**config.mk**
```make
export PLATFORM = sky130hd
export DESIGN_NAME = uart_lw
export DESIGN_NICKNAME = d
export VERILOG_FILES = /design/src/rtl/uart_lw_pkg.sv /design/src/rtl/uart_lw_baud.sv /design/src/rtl/uart_lw_tx.sv /design/src/rtl/uart_lw_rx.sv /design/src/rtl/uart_lw.sv
export SDC_FILE = /design/constraint.sdc
export NUM_CORES = 1
export LEC_CHECK = 0
export ABC_AREA = 0
export ABC_CLOCK_PERIOD_IN_PS = 5300
export CAP_MARGIN = 0
export CELL_PAD_IN_SITES_DETAIL_PLACEMENT = 0
export CELL_PAD_IN_SITES_GLOBAL_PLACEMENT = 1
export CORE_ASPECT_RATIO = 0.7
export CORE_MARGIN = 2
export CORE_UTILIZATION = 48
export DETAILED_ROUTE_END_ITERATION = 7
export DONT_BUFFER_PORTS = 1
export HOLD_SLACK_MARGIN = 0.12
export PLACE_DENSITY_LB_ADDON = 0.1
export REMOVE_ABC_BUFFERS = 1
export SLEW_MARGIN = 15
export SYNTH_ARGS = -nofsm -noshare
export SYNTH_HDL_FRONTEND = slang
export SYNTH_SLANG_ARGS = --single-unit
```
**constraint.sdc**
```tcl
create_clock -name clk -period 5.3 [get_ports clk]
set_input_delay 1.06 -clock clk [delete_from_list [all_inputs] [get_ports clk]]
set_output_delay 1.06 -clock clk [all_outputs]
set_load 0.02 [all_outputs]
```
**src/rtl/uart_lw_pkg.sv**
```systemverilog
package uart_lw_pkg;

  typedef enum logic [1:0] {
    RX_IDLE  = 2'd0,
    RX_START = 2'd1,
    RX_DATA  = 2'd2,
    RX_STOP  = 2'd3
  } rx_state_e;

  // Parity bit over the data bits below the top one of the character.
  function automatic logic low_parity(input logic [8:0] d, input logic nine, input logic odd);
    return (nine ? ^d[7:0] : ^d[6:0]) ^ odd;
  endfunction

endpackage

```
**src/rtl/uart_lw_baud.sv**
```systemverilog
module uart_lw_baud #(
  parameter int DIV_W = 13
) (
  input  logic             clk,
  input  logic             rst,
  input  logic             run,
  input  logic [DIV_W-1:0] div,
  output logic             tick
);
  logic [DIV_W-1:0] cnt;

  always_ff @(posedge clk) begin
    if (rst) begin
      cnt  <= '0;
      tick <= 1'b0;
    end else begin
      tick <= 1'b0;
      if (run) begin
        if (div == '0) begin
          cnt <= '0;
        end else if (cnt >= div - 1'b1) begin
          cnt  <= '0;
          tick <= 1'b1;
        end else begin
          cnt <= cnt + 1'b1;
        end
      end
    end
  end
endmodule

```
**src/rtl/uart_lw_tx.sv**
```systemverilog
module uart_lw_tx
  import uart_lw_pkg::*;
#(
  parameter int OVS_LOG2 = 4
) (
  input  logic       clk,
  input  logic       rst,
  input  logic       run,
  input  logic       tick,
  input  logic       en,
  input  logic       nine,
  input  logic       par_en,
  input  logic       par_odd,
  input  logic [8:0] data,
  input  logic       valid,
  output logic       ready,
  output logic       line
);
  localparam int FRAME_W = 11;

  logic                busy;
  logic [FRAME_W-1:0]  shreg;
  logic [3:0]          bitn;
  logic [OVS_LOG2-1:0] sc;
  logic [8:0]          body;
  logic [FRAME_W-1:0]  frame;
  logic [3:0]          last_bit;

  always_comb begin
    body = data;
    if (par_en) begin
      if (nine) body[8] = low_parity(data, 1'b1, par_odd);
      else      body[7] = low_parity(data, 1'b0, par_odd);
    end
    frame    = nine ? {1'b1, body, 1'b0} : {2'b11, body[7:0], 1'b0};
    last_bit = nine ? 4'd10 : 4'd9;
  end

  assign ready = en & ~busy & run;

  always_ff @(posedge clk) begin
    if (rst) begin
      busy  <= 1'b0;
      shreg <= '1;
      bitn  <= '0;
      sc    <= '0;
      line  <= 1'b1;
    end else if (!busy) begin
      line <= 1'b1;
      if (valid && ready) begin
        busy  <= 1'b1;
        shreg <= frame;
        bitn  <= '0;
        sc    <= '0;
        line  <= frame[0];
      end
    end else if (tick) begin
      if (sc == '1) begin
        sc <= '0;
        if (bitn == last_bit) begin
          busy <= 1'b0;
          line <= 1'b1;
        end else begin
          bitn  <= bitn + 1'b1;
          shreg <= shreg >> 1;
          line  <= shreg[1];
        end
      end else begin
        sc <= sc + 1'b1;
      end
    end
  end
endmodule

```
**src/rtl/uart_lw_rx.sv**
```systemverilog
module uart_lw_rx
  import uart_lw_pkg::*;
#(
  parameter int OVS_LOG2 = 4
) (
  input  logic       clk,
  input  logic       rst,
  input  logic       run,
  input  logic       tick,
  input  logic       en,
  input  logic       nine,
  input  logic       par_en,
  input  logic       par_odd,
  input  logic       wake_addr,
  input  logic       sleep_req,
  input  logic       line_in,
  input  logic       rd,
  output logic [8:0] data,
  output logic       valid,
  output logic       perr,
  output logic       ferr,
  output logic       ovr,
  output logic       asleep
);
  localparam int OVS    = 1 << OVS_LOG2;
  localparam int IDLE_W = OVS_LOG2 + 4;
  localparam logic [OVS_LOG2-1:0] S_A = OVS_LOG2'(OVS / 2 - 1);
  localparam logic [OVS_LOG2-1:0] S_B = OVS_LOG2'(OVS / 2);
  localparam logic [OVS_LOG2-1:0] S_C = OVS_LOG2'(OVS / 2 + 1);
  localparam logic [IDLE_W-1:0] CHAR8 = IDLE_W'(OVS * 10 - 1);
  localparam logic [IDLE_W-1:0] CHAR9 = IDLE_W'(OVS * 11 - 1);

  rx_state_e           st;
  logic [1:0]          sync;
  logic [OVS_LOG2-1:0] sc;
  logic [3:0]          bitn;
  logic [8:0]          shreg;
  logic                s_a, s_b;
  logic [IDLE_W-1:0]   idle_cnt;

  logic       cur, maj, msb, pe, take, held, let_in;
  logic [8:0] got;
  logic [3:0] last_data;
  logic [IDLE_W-1:0] char_last;

  always_comb begin
    cur       = sync[1];
    maj       = (s_a & s_b) | (s_a & cur) | (s_b & cur);
    got       = nine ? shreg : {1'b0, shreg[8:1]};
    msb       = nine ? got[8] : got[7];
    pe        = par_en & ((^got) ^ par_odd);
    last_data = nine ? 4'd8 : 4'd7;
    char_last = nine ? CHAR9 : CHAR8;
    take      = run & rd & valid;
    held      = valid & ~take;
    let_in    = ~asleep | (wake_addr & msb);
  end

  always_ff @(posedge clk) begin
    if (rst) begin
      st       <= RX_IDLE;
      sync     <= 2'b11;
      sc       <= '0;
      bitn     <= '0;
      shreg    <= '0;
      s_a      <= 1'b1;
      s_b      <= 1'b1;
      idle_cnt <= '0;
      data     <= '0;
      valid    <= 1'b0;
      perr     <= 1'b0;
      ferr     <= 1'b0;
      ovr      <= 1'b0;
      asleep   <= 1'b0;
    end else begin
      sync <= {sync[0], line_in};
      if (take) begin
        valid <= 1'b0;
        perr  <= 1'b0;
        ferr  <= 1'b0;
        ovr   <= 1'b0;
      end
      if (!en) begin
        st       <= RX_IDLE;
        sc       <= '0;
        idle_cnt <= '0;
      end else if (tick) begin
        if (st == RX_IDLE) begin
          if (!cur) begin
            st       <= RX_START;
            sc       <= '0;
            idle_cnt <= '0;
          end else begin
            if (idle_cnt != '1) idle_cnt <= idle_cnt + 1'b1;
            if (asleep && !wake_addr && idle_cnt == char_last) asleep <= 1'b0;
          end
        end else begin
          sc <= sc + 1'b1;
          if (sc == S_A) s_a <= cur;
          if (sc == S_B) s_b <= cur;
          if (sc == S_C) begin
            case (st)
              RX_START: if (maj) st <= RX_IDLE;
              RX_DATA:  shreg <= {maj, shreg[8:1]};
              RX_STOP: begin
                st <= RX_IDLE;
                if (let_in) begin
                  if (asleep) asleep <= 1'b0;
                  if (held) begin
                    ovr <= 1'b1;
                  end else begin
                    data  <= got;
                    valid <= 1'b1;
                    perr  <= pe;
                    ferr  <= ~maj;
                  end
                end
              end
              default: st <= RX_IDLE;
            endcase
          end
          if (sc == '1) begin
            if (st == RX_START) begin
              st   <= RX_DATA;
              bitn <= '0;
            end else if (st == RX_DATA) begin
              if (bitn == last_data) st <= RX_STOP;
              else bitn <= bitn + 1'b1;
            end
          end
        end
      end
      if (run && sleep_req) begin
        asleep   <= 1'b1;
        idle_cnt <= '0;
      end
    end
  end
endmodule

```
**src/rtl/uart_lw.sv**
```systemverilog
module uart_lw #(
  parameter int DIV_W    = 13,
  parameter int OVS_LOG2 = 4
) (
  input  logic             clk,
  input  logic             rst,
  input  logic [DIV_W-1:0] baud_div,
  input  logic             tx_en,
  input  logic             rx_en,
  input  logic             nine_bit,
  input  logic             parity_en,
  input  logic             parity_odd,
  input  logic             loop_sel,
  input  logic             loop_ext,
  input  logic             wake_addr,
  input  logic             sleep_req,
  input  logic             stop_in_wait,
  input  logic             wait_mode,
  input  logic [8:0]       tx_data,
  input  logic             tx_valid,
  output logic             tx_ready,
  output logic             txd,
  input  logic             txd_pad_in,
  input  logic             rxd,
  output logic [8:0]       rx_data,
  output logic             rx_valid,
  input  logic             rx_ready,
  output logic             parity_err,
  output logic             frame_err,
  output logic             overrun,
  output logic             rx_asleep
);
  logic run, tick_raw, tick, loop_on, rx_line;

  assign run     = ~(stop_in_wait & wait_mode);
  assign tick    = tick_raw & run;
  assign loop_on = loop_sel & tx_en & rx_en;
  assign rx_line = loop_on ? (loop_ext ? txd_pad_in : txd) : rxd;

  uart_lw_baud #(.DIV_W(DIV_W)) baud_i (
    .clk(clk), .rst(rst), .run(run), .div(baud_div), .tick(tick_raw)
  );

  uart_lw_tx #(.OVS_LOG2(OVS_LOG2)) tx_i (
    .clk(clk), .rst(rst), .run(run), .tick(tick), .en(tx_en),
    .nine(nine_bit), .par_en(parity_en), .par_odd(parity_odd),
    .data(tx_data), .valid(tx_valid), .ready(tx_ready), .line(txd)
  );

  uart_lw_rx #(.OVS_LOG2(OVS_LOG2)) rx_i (
    .clk(clk), .rst(rst), .run(run), .tick(tick), .en(rx_en),
    .nine(nine_bit), .par_en(parity_en), .par_odd(parity_odd),
    .wake_addr(wake_addr), .sleep_req(sleep_req), .line_in(rx_line),
    .rd(rx_ready), .data(rx_data), .valid(rx_valid), .perr(parity_err),
    .ferr(frame_err), .ovr(overrun), .asleep(rx_asleep)
  );
endmodule

```
==> flow_summary.ini <==
[status]
status = complete, no violations

[detailed_routing]
first_iter_violations = 198
firstDrtPassIters = 5
postRouteAntennaNets = 0
drc = 0
wl_met2_um = 4398
wire_per_inst_um = 15.82
highest_layer = met4
num_vias = 3715
wl_met1_um = 5242
wl_met3_um = 677
wl_um = 10400
via_per_inst = 5.654

[placement]
port_buffers = 0
placed_area_mm2 = 0.004606
place_congestion = 0.8219
place_hpwl_um = 7418

[die]
ios = 55
chipHeight_um = 85.03
die_area_mm2 = 0.01018
rows = 29
die_w_um = 119.8
core_area_mm2 = 0.009071
initial_core_util_pct = 49.63

[cells_and_area]
final_cell_mix = dfxtp_1 (79), nor2_1 (70), a21oi_1 (42)
insertedDiodeCount = 0
final_cell_area_mm2 = 0.004930
area_growth_syn_to_layout_pct = 9.505
layout_commonest_cell = dfxtp_1
drive_gt1_share_pct = 5.629
post-route-util_pct = 54.34
fin_nets = 594

[sta]
fin_tns_setup_ns = 0
fin_skew_ns = 0.01062
final_max_slew_viol_count = 0
rsz0062_at_grt = false
worst_pin_slew_ns = 0.9165
fin_crit_sh_pct = 82.91
clock.fmax_mhz = 227.6
period_needed_ns = 4.394
relSlewSlack_pct = 38.77
setup_viol = 0
hold_viol = 0

[clocking]
holdBufCountCts = 0
htree_levels = 3
cts_setup_buffers = 0
cts_resized = 0
cts_buffer_depth = 2
cts_num_sinks = 79
clkLatencyLatePin_ns = 0.34
cts_buffers = 9
tritoncts = done
path_clk_slew_ns = 0.06
cts_root_buf = clkbuf_16

[logic_synthesis]
synthCells = 535
ys.flop_type = dfxtp_1
syn_avg_cell_area_um2 = 8.415
ys_async_sr_fraction_pct = 0
synth_cell_types = 59
synth_edf_count = 0
yosysSeqAreaShare_pct = 35.13
synth-seq-cells = 79
yosysWarnings = 0
synth_area_mm2 = 0.004502

[grt]
grt_pass1_wl_um = 17820
grt_usage_pct = 21.82
antenna_found_initial = 0
grt_pass1_vias = 3673
overflow = 0
grt_max_degree = 60

[power]
power_frac_clock_pct = 47.8
leakage_nw = 1.768
p_sw_share_pct = 22.72
seq_power_share_pct = 44.7
cellPowerDensity_mw_per_mm2 = 285.1
p_int_mw = 1.086
pwr-share-comb_pct = 7.6
ir_worst_vdd_mv = 0.1666
power_switching_mw = 0.3193

[job]
cap_violations = 0

[setup_path]
critical_path_class = primary input to flip-flop
r2r_start = baud_i.cnt[8]$_SDFFE_PP0N_
critPathLaunchType = primary input
cp.required_ns = 5.56
startpoint = baud_div[0]
end_kind = flip-flop
r2r_slack_ns = 2.72
cp_max_fo = 8
r2r-end = baud_i.cnt[4]$_SDFFE_PP0N_
endpoint = baud_i.cnt[4]$_SDFFE_PP0N_
r2r_cells = 7
critPathArrivalTime_ns = 4.65

[hold_path]
hp-class = flip-flop to flip-flop
[critical path, cell delays in order]
cell and delay (ns):
inv_1 0.06, ha_1 0.18, nand2b_1 0.07, or4_1 0.56
nor4_1 0.61, nor2_1 0.13, ha_1 0.34, a21oi_1 0.15
o221ai_1 0.22, a2111oi_2 0.80, or2b_1 0.29, a31oi_1 0.17
[final cells by class]
class | count | area, um2
Timing Repair Buffer | 4 | 30.03
Sequential cell | 79 | 1582
Tap cell | 124 | 155.1
Multi-Input combinational cell | 417 | 2775
Inverter | 17 | 63.81
Clock inverter | 5 | 81.33
Fill cell | 859 | 4141
Clock buffer | 11 | 242.7
[stage by stage]
stage	total power, mW	hold slack (ns)	setup WS, ns	cells
2_1_floorplan	0.7205	0.3895	1.210	513
3_3_place_gp	0.7433	0.4003	0.7568	641
3_5_place_dp	0.7460	0.4030	0.5969	641
4_1_cts	1.421	0.4166	0.9477	657
5_1_grt	1.457	0.4347	0.6703	657
6_report	1.406	0.4162	0.9059	657
[power groups by stage]
stage          clock, mW  sequential [mW]  combinational (mW)
6_report           0.671            0.628               0.107
2_1_floorplan          0            0.636              0.0848
3_3_place_gp           0            0.639               0.104
5_1_grt            0.705            0.630               0.122
4_1_cts            0.686            0.627               0.108
3_5_place_dp           0            0.639               0.107
[logic make-up (layout without fill, tap and decap cells)]
family / count (synthesis) / count (layout) / synth area share [%]
simple gates: 205 / 205 / 22.10
compound gates: 120 / 120 / 18.29
flops: 79 / 79 / 35.13
buf+inv: 39 / 37 / 3.391
xor+xnor: 33 / 33 / 6.420
mux: 31 / 31 / 6.948
fa+ha+maj: 28 / 28 / 7.726
[cell usage after synthesis, types with 2 or more instances]
library cell,count,area (um2)
a2111oi_2,2,30.03
a211o_1,9,78.83
a211oi_1,9,67.56
a21oi_1,42,210.2
a221o_1,2,20.02
a22oi_1,5,37.54
a31oi_1,9,56.30
and2_1,2,12.51
and3_1,10,62.56
buf_1,2,7.510
buf_2,5,25.02
clkbuf_1,15,56.30
dfxtp_1,79,1582
ha_1,27,337.8
inv_1,17,63.81
mux2_2,2,22.52
mux2i_1,29,290.3
nand2_1,36,135.1
nand2b_1,17,106.4
nand3_1,21,105.1
nand3b_1,3,22.52
nand4_1,6,37.54
nor2_1,70,262.8
nor2b_1,3,18.77
nor3_1,14,70.07
nor3b_1,2,15.01
nor4_1,6,37.54
o21a_1,2,15.01
o21ai_0,17,85.08
o21bai_1,2,15.01
o311a_1,2,20.02
o31a_1,2,17.52
or2_2,2,12.51
or2b_1,4,30.03
or3_1,4,25.02
or4_1,2,15.01
xnor2_1,23,201.4
xor2_1,10,87.58
[how the worst min path moves through the flow]
stage / from / endpoint / slack (ns) / cells past startpoint
after global placement: rx_i.sync[0]$_SDFF_PP1_ / rx_i.sync[1]$_SDFF_PP1_ / 0.40 / 1
after CTS: rx_i.sync[0]$_SDFF_PP1_ / rx_i.sync[1]$_SDFF_PP1_ / 0.42 / 1
after global routing: rx_i.sync[0]$_SDFF_PP1_ / rx_i.sync[1]$_SDFF_PP1_ / 0.43 / 1
after detailed placement: rx_i.sync[0]$_SDFF_PP1_ / rx_i.sync[1]$_SDFF_PP1_ / 0.40 / 1
final: rx_i.sync[0]$_SDFF_PP1_ / rx_i.sync[1]$_SDFF_PP1_ / 0.42 / 1
after floorplan: rx_i.sync[0]$_SDFF_PP1_ / rx_i.sync[1]$_SDFF_PP1_ / 0.39 / 1
[metal layers]
layer	vias to the layer above	global-route usage (%)
met3	9	5.444
met4	0	5.134
met1	1720	29.97
li1	1905	-
met2	81	34.75
met5	-	0
[sequential cells by signal, indices dropped and copies added, names as in the netlist, named ones only]
register and flops:
baud_i.cnt 13, baud_i.tick 1, rx_i.asleep 1, rx_i.bitn 4, rx_i.data 9, rx_i.ferr 1
rx_i.idle_cnt 8, rx_i.perr 1, rx_i.s_a 1, rx_i.s_b 1, rx_i.sc 4, rx_i.shreg 9
rx_i.st 2, rx_i.sync 2, rx_i.valid 1, tx_i.bitn 4, tx_i.busy 1, tx_i.line 1
tx_i.sc 4, tx_i.shreg 10
No activity file was read; power rests on OpenSTA's default activity.
